$ cat src/rtl/mstat_pkg.sv
`timescale 1ns/1ps
package mstat_pkg;

    // Field positions inside the status word
    localparam int unsigned UIE_B  = 0;
    localparam int unsigned SIE_B  = 1;
    localparam int unsigned MIE_B  = 3;
    localparam int unsigned UPIE_B = 4;
    localparam int unsigned SPIE_B = 5;
    localparam int unsigned MPIE_B = 7;
    localparam int unsigned SPP_B  = 8;
    localparam int unsigned MPP_LO = 11;
    localparam int unsigned FS_LO  = 13;
    localparam int unsigned XS_LO  = 15;
    localparam int unsigned MPRV_B = 17;
    localparam int unsigned SUM_B  = 18;
    localparam int unsigned MXR_B  = 19;
    localparam int unsigned TVM_B  = 20;
    localparam int unsigned TW_B   = 21;
    localparam int unsigned TSR_B  = 22;

    // Width of the low field area (everything except the top summary bit)
    localparam int unsigned LOW_W  = 23;

    localparam logic [LOW_W-1:0] L1 = 1;
    localparam logic [LOW_W-1:0] L3 = 3;

    // Fields a machine write may change
    localparam logic [LOW_W-1:0] MACH_LOW =
        (L1 << SIE_B)  | (L1 << MIE_B)  | (L1 << SPIE_B) | (L1 << MPIE_B) |
        (L1 << SPP_B)  | (L3 << MPP_LO) | (L3 << FS_LO)  | (L1 << MPRV_B) |
        (L1 << SUM_B)  | (L1 << MXR_B)  | (L1 << TVM_B)  | (L1 << TW_B)   |
        (L1 << TSR_B);

    // Fields visible through the supervisor window (summary bit added per XLEN)
    localparam logic [LOW_W-1:0] SUPV_LOW =
        (L1 << UIE_B)  | (L1 << SIE_B)  | (L1 << UPIE_B) | (L1 << SPIE_B) |
        (L1 << SPP_B)  | (L3 << FS_LO)  | (L3 << XS_LO)  | (L1 << SUM_B)  |
        (L1 << MXR_B);

    // Fields whose change requires a translation flush
    localparam logic [LOW_W-1:0] FLUSH_LOW =
        (L3 << MPP_LO) | (L1 << MPRV_B) | (L1 << SUM_B) | (L1 << MXR_B);

    // Reset value of the low area: previous privilege = machine
    localparam logic [LOW_W-1:0] RESET_LOW = (L3 << MPP_LO);

    // Write-source selection
    typedef enum logic [1:0] {
        SRC_IDLE = 2'd0,
        SRC_MACH = 2'd1,
        SRC_SUPV = 2'd2
    } wr_src_e;

endpackage

$ cat src/rtl/mstat_arb.sv
`timescale 1ns/1ps
module mstat_arb
    import mstat_pkg::*;
#(
    parameter int unsigned XLEN = 64
) (
    input  logic            clk_i,
    input  logic            rst_ni,
    input  logic            mach_we_i,
    input  logic [XLEN-1:0] mach_wdata_i,
    input  logic            supv_we_i,
    input  logic [XLEN-1:0] supv_wdata_i,
    input  logic [XLEN-1:0] cur_i,
    output logic            wr_vld_o,
    output logic [XLEN-1:0] wr_raw_o
);

    localparam logic [XLEN-1:0] SD_BIT  = XLEN'(1) << (XLEN - 1);
    localparam logic [XLEN-1:0] SV_MASK = XLEN'(SUPV_LOW) | SD_BIT;

    wr_src_e src;

    // Source selection: machine port has priority
    always_comb begin
        if (mach_we_i) begin
            src = SRC_MACH;
        end else if (supv_we_i) begin
            src = SRC_SUPV;
        end else begin
            src = SRC_IDLE;
        end
    end

    // Raw write word for the chosen source
    always_comb begin
        wr_vld_o = 1'b0;
        wr_raw_o = cur_i;
        unique case (src)
            SRC_MACH: begin
                wr_vld_o = 1'b1;
                wr_raw_o = mach_wdata_i;
            end
            SRC_SUPV: begin
                wr_vld_o = 1'b1;
                wr_raw_o = (cur_i & ~SV_MASK) | (supv_wdata_i & SV_MASK);
            end
            SRC_IDLE: begin
                wr_vld_o = 1'b0;
            end
            default: begin
                wr_vld_o = 1'b0;
            end
        endcase
    end


    mach_prio_chk: assert property (@(posedge clk_i) disable iff (!rst_ni)
        mach_we_i |-> (wr_vld_o && (wr_raw_o == mach_wdata_i)));


    supv_merge_chk: assert property (@(posedge clk_i) disable iff (!rst_ni)
        (supv_we_i && !mach_we_i) |-> ((wr_raw_o & ~SV_MASK) == (cur_i & ~SV_MASK)));


    idle_novld_chk: assert property (@(posedge clk_i) disable iff (!rst_ni)
        (!mach_we_i && !supv_we_i) |-> !wr_vld_o);

endmodule

$ cat src/rtl/mstat_filter.sv
`timescale 1ns/1ps
module mstat_filter
    import mstat_pkg::*;
#(
    parameter int unsigned XLEN = 64
) (
    input  logic [XLEN-1:0] cur_i,
    input  logic [XLEN-1:0] raw_i,
    output logic [XLEN-1:0] nxt_o
);

    localparam logic [XLEN-1:0] MW_MASK = XLEN'(MACH_LOW);
    localparam int unsigned     SD_POS  = XLEN - 1;

    logic [XLEN-1:0] merged;
    logic            dirty;

    always_comb begin
        merged = (cur_i & ~MW_MASK) | (raw_i & MW_MASK);
        dirty  = (&merged[FS_LO+1:FS_LO]) | (&merged[XS_LO+1:XS_LO]);
        nxt_o  = merged;
        nxt_o[SD_POS] = dirty;
    end

endmodule

$ cat src/rtl/mstat_reg.sv
`timescale 1ns/1ps
module mstat_reg
    import mstat_pkg::*;
#(
    parameter int unsigned XLEN = 64
) (
    input  logic            clk_i,
    input  logic            rst_ni,
    input  logic            wr_vld_i,
    input  logic [XLEN-1:0] nxt_i,
    output logic [XLEN-1:0] status_o,
    output logic            flush_o
);

    localparam logic [XLEN-1:0] RST_VAL  = XLEN'(RESET_LOW);
    localparam logic [XLEN-1:0] FL_MASK  = XLEN'(FLUSH_LOW);
    localparam logic [XLEN-1:0] SD_BIT   = XLEN'(1) << (XLEN - 1);
    localparam logic [XLEN-1:0] LOCKED   = ~(XLEN'(MACH_LOW) | SD_BIT);

    logic [XLEN-1:0] status_q;
    logic            flush_q;
    logic            flush_d;

    always_comb begin
        flush_d = wr_vld_i && (((nxt_i ^ status_q) & FL_MASK) != '0);
    end

    always_ff @(posedge clk_i or negedge rst_ni) begin
        if (!rst_ni) begin
            status_q <= RST_VAL;
            flush_q  <= 1'b0;
        end else begin
            if (wr_vld_i) begin
                status_q <= nxt_i;
            end
            flush_q <= flush_d;
        end
    end

    assign status_o = status_q;
    assign flush_o  = flush_q;


    locked_bits_chk: assert property (@(posedge clk_i) disable iff (!rst_ni)
        wr_vld_i |=> ((status_q & LOCKED) == ($past(status_q) & LOCKED)));


    sd_derive_chk: assert property (@(posedge clk_i) disable iff (!rst_ni)
        status_q[XLEN-1] == ((&status_q[FS_LO+1:FS_LO]) | (&status_q[XS_LO+1:XS_LO])));


    flush_pulse_chk: assert property (@(posedge clk_i) disable iff (!rst_ni)
        flush_q == ((status_q & FL_MASK) != ($past(status_q) & FL_MASK)));


    hold_idle_chk: assert property (@(posedge clk_i) disable iff (!rst_ni)
        !wr_vld_i |=> $stable(status_q));


    write_latency_chk: assert property (@(posedge clk_i) disable iff (!rst_ni)
        wr_vld_i |=> (status_q == $past(nxt_i)));

endmodule

$ cat src/rtl/mstat_core.sv
`timescale 1ns/1ps
module mstat_core
    import mstat_pkg::*;
#(
    parameter int unsigned XLEN = 64
) (
    input  logic            clk_i,
    input  logic            rst_ni,
    input  logic            mach_we_i,
    input  logic [XLEN-1:0] mach_wdata_i,
    input  logic            supv_we_i,
    input  logic [XLEN-1:0] supv_wdata_i,
    output logic [XLEN-1:0] status_o,
    output logic [XLEN-1:0] supv_view_o,
    output logic            xlat_flush_o
);

    localparam logic [XLEN-1:0] SD_BIT  = XLEN'(1) << (XLEN - 1);
    localparam logic [XLEN-1:0] SV_MASK = XLEN'(SUPV_LOW) | SD_BIT;

    logic            wr_vld;
    logic [XLEN-1:0] wr_raw;
    logic [XLEN-1:0] wr_nxt;
    logic [XLEN-1:0] cur;

    mstat_arb #(.XLEN(XLEN)) u_arb (
        .clk_i        (clk_i),
        .rst_ni       (rst_ni),
        .mach_we_i    (mach_we_i),
        .mach_wdata_i (mach_wdata_i),
        .supv_we_i    (supv_we_i),
        .supv_wdata_i (supv_wdata_i),
        .cur_i        (cur),
        .wr_vld_o     (wr_vld),
        .wr_raw_o     (wr_raw)
    );

    mstat_filter #(.XLEN(XLEN)) u_filter (
        .cur_i (cur),
        .raw_i (wr_raw),
        .nxt_o (wr_nxt)
    );

    mstat_reg #(.XLEN(XLEN)) u_reg (
        .clk_i    (clk_i),
        .rst_ni   (rst_ni),
        .wr_vld_i (wr_vld),
        .nxt_i    (wr_nxt),
        .status_o (cur),
        .flush_o  (xlat_flush_o)
    );

    assign status_o    = cur;
    assign supv_view_o = cur & SV_MASK;


    supv_window_chk: assert property (@(posedge clk_i) disable iff (!rst_ni)
        ((supv_view_o & ~SV_MASK) == '0) && ((supv_view_o ^ status_o) & SV_MASK) == '0);

endmodule

$ cat config.mk
export PLATFORM = sky130hd
export DESIGN_NAME = mstat_core
export DESIGN_NICKNAME = d
export VERILOG_FILES = /design/src/rtl/mstat_pkg.sv /design/src/rtl/mstat_arb.sv /design/src/rtl/mstat_filter.sv /design/src/rtl/mstat_reg.sv /design/src/rtl/mstat_core.sv
export SDC_FILE = /design/constraint.sdc
export NUM_CORES = 1
export LEC_CHECK = 0
export ABC_AREA = 1
export BUFFER_PORTS_ARGS = -buffer_cell sky130_fd_sc_hd__buf_4
export CAP_MARGIN = 20
export CORE_AREA = 3 3 101 103
export CTS_CLUSTER_SIZE = 40
export DETAILED_ROUTE_END_ITERATION = 12
export DIE_AREA = 0 0 104 106
export PLACE_DENSITY = 0.53
export SYNTH_ARGS = -nofsm -noshare
export SYNTH_HDL_FRONTEND = slang
export SYNTH_SLANG_ARGS = --single-unit
$ cat constraint.sdc
create_clock -name clk_i -period 1.2 [get_ports clk_i]
set_input_delay 0.12 -clock clk_i [delete_from_list [all_inputs] [get_ports clk_i]]
set_output_delay 0.12 -clock clk_i [all_outputs]
set_load 0.1 [all_outputs]
==> results.toml <==
[sta]
finalSetupViolCount = 0
hold_viol = 0
finalSetupTns_ns = 0
whs_ns = 0.0573
finalCriticalPeriod_ns = 1.16
fin_ws_ns = 0.0402
rsz0062_at_grt = "no"
finalCritPeriodShare_pct = 96.6
maxClockFrequency_mhz = 862
slew_violations = 0
finClkSkew_ns = 0.000161

[placed_design]
gp_congestion = 0.697
post-place-ws_ns = 0.0946
hpwlAfterDp_um = 3000
dp.cells = 396
post_dp_cell_area_mm2 = 0.00178
portBuffers = 50

[finish]
final_util_pct = 20.0
drive_gt1_share_pct = 26.8
final_cells = 401
syn_to_final_growth_pct = 10.5
regArea_um2 = 439
final_cell_area_mm2 = 0.00185
multi_input_area_um2 = 709
fillCellCount = 1068
final_net_count = 405
insertedDiodeCount = 0

[setup_path]
crit_chain = "buf_6"
startpoint = "u_reg.status_o[12]"
worst-path-buf-inv = 1
path_max_fanout = 3
cp_data_required_time_ns = 1.08
critPathTopFamily = "flip-flops"
cp-end-kind = "output pin"
slowest_stage = "dfstp_2"
slowest_delay_ns = 0.56
cp.arrival_ns = 1.04
r2r_start = "u_reg.status_o[12]"
critPathKind = "register to output pin"
startpoint_type = "register"

[clocking]
clock_sinks = 17
cts_setup_buffers = 0
htree_levels = 1
cts-buffers-inserted = 3
cts.reportedPaths.clkPinSlew_ns = 0.08
cts_tree = "done"
cts.path.max_buffers = 2
cts_root_buf = "clkbuf_8"
clk_latency_ns = 0.25

[global_route]
grt_max_degree = 18
antenna_found_initial = 0
grt.total_usage_pct = 5.77
overflow = 0
grt_pass1_wl_um = 5060
grt_pass1_vias = 984

[detailed_routing]
viasPerCell = 2.90
drt_iter0_markers = 25
postRouteAntennaNets = 0
vias = 1161
drt-total-wl_um = 3570
wl_per_cell_um = 8.90
drc_errors = 0
firstDrtPassIters = 4

[flow_run]
maxCapViolCount = 0

[yosys]
synth-seq-cells = 17
post_synth_inst_count = 224
ys_types = 16
syn_area_mm2 = 0.00168
yosys_warnings = 0
syn_avg_cell_area_um2 = 7.48
ys_seq_area_share_pct = 25.5

[floorplan]
die_x_um = 104
initial_utilization_pct = 18.1
io_pins = 261
die_h_um = 106
die-area_mm2 = 0.0110
core_area_mm2 = 0.00928
rows = 35

[run_status]
run_status = "finished, final reports clean"

[power_and_ir_drop]
p_int_mw = 1.09
combinationalPowerShare_pct = 67.6
leakage_nw = 1.08
power_density_mw_per_mm2 = 1900
total_power_mw = 3.52
power.switching_mw = 2.43
sw_frac_of_total_pct = 69.0
peakVddDrop_v = 0.000416
pwr-share-clk_pct = 13.0
p_seq_share_pct = 19.3

[hold_path]
hold_start = "mach_wdata_i[20]"
min_path_type = "primary input to register"
-- per-layer routing --
layer / up-vias / global-route usage, % / routed length, µm
li1: 559 / - / -
met1: 514 / 6.91 / 1350
met3: 2 / 0.850 / 391
met5: - / 0 / 0
met4: 0 / 3.13 / 55
met2: 86 / 9.94 / 1770
-- cells by family after synthesis --
group	count (synthesis)	share of synthesized area (%)
compound gates	11	3.96
buf+inv	132	55.4
flops	17	25.5
other cells	1	0.224
simple gates	63	14.9
-- final timing paths --
check                                      to  slack (ns)  cells after the start
min in group asynchronous       u_reg.flush_o        0.29                      2
max reg2reg                     u_reg.flush_o        0.13                      7
max                              status_o[12]        0.04                      1
max in group asynchronous  u_reg.status_o[11]        0.65                      2
min                        u_reg.status_o[20]        0.06                      3
min reg2reg                 u_reg.status_o[7]        0.48                      2
-- cells in the mapped netlist --
| library cell | n | area share, % |
|---|---|---|
| a21oi_1 | 3 | 0.90 |
| buf_2 | 1 | 0.30 |
| buf_4 | 113 | 51 |
| buf_6 | 1 | 0.67 |
| conb_1 | 1 | 0.22 |
| dfrtp_1 | 15 | 22 |
| dfstp_2 | 2 | 3.1 |
| inv_1 | 15 | 3.4 |
| inv_2 | 2 | 0.45 |
| nand2_1 | 48 | 11 |
| nand3_1 | 11 | 3.3 |
| nor2_1 | 4 | 0.90 |
| o21ai_0 | 5 | 1.5 |
| o21bai_1 | 1 | 0.45 |
| o22ai_1 | 1 | 0.37 |
| o22ai_2 | 1 | 0.75 |
-- cells in the final DEF, fill, tap and decap left out --
cell type / count
o22ai_2: 1
clkbuf_8: 3
o21bai_1: 1
nand2_1: 48
buf_8: 1
buf_6: 1
o22ai_1: 1
dfstp_2: 2
nand3_1: 11
conb_1: 104
clkbuf_1: 1
dfrtp_1: 6
dlygate4sd3_1: 1
o21ai_0: 5
inv_1: 15
a21oi_1: 3
nor2_1: 3
inv_2: 2
buf_4: 53
nor2_2: 1
dfrtp_2: 9
-- power by group through the flow --
stage	combinational [mW]	sequential, mW	clock (mW)
finish	2.38	0.682	0.459
global route	2.45	0.693	0.533
CTS	2.38	0.682	0.513
detailed placement	2.37	0.692	0
global placement	2.37	0.689	0
floorplan	2.02	1.08	0
-- registers in the layout, indices dropped and copies added (netlist names) --
name / flops
u_reg.status_o: 16
u_reg.flush_o: 1
-- timing repair --
item / in CTS / in global routing
pin swaps: 0 / 1
endpoints found under the hold margin: 17 / 0
gates resized for setup: 2 / 2
hold buffers: 1 / 0
setup endpoints to repair: 2 / 2
-- area by class of cell --
class / count / area share (%)
multi-input cells: 178 / 38.3
repair buffers: 56 / 23.4
well taps: 129 / 8.71
flip-flops and latches: 17 / 23.7
inverters: 17 / 3.44
clock buffers: 4 / 2.43
(Power assumes the default switching activity.)
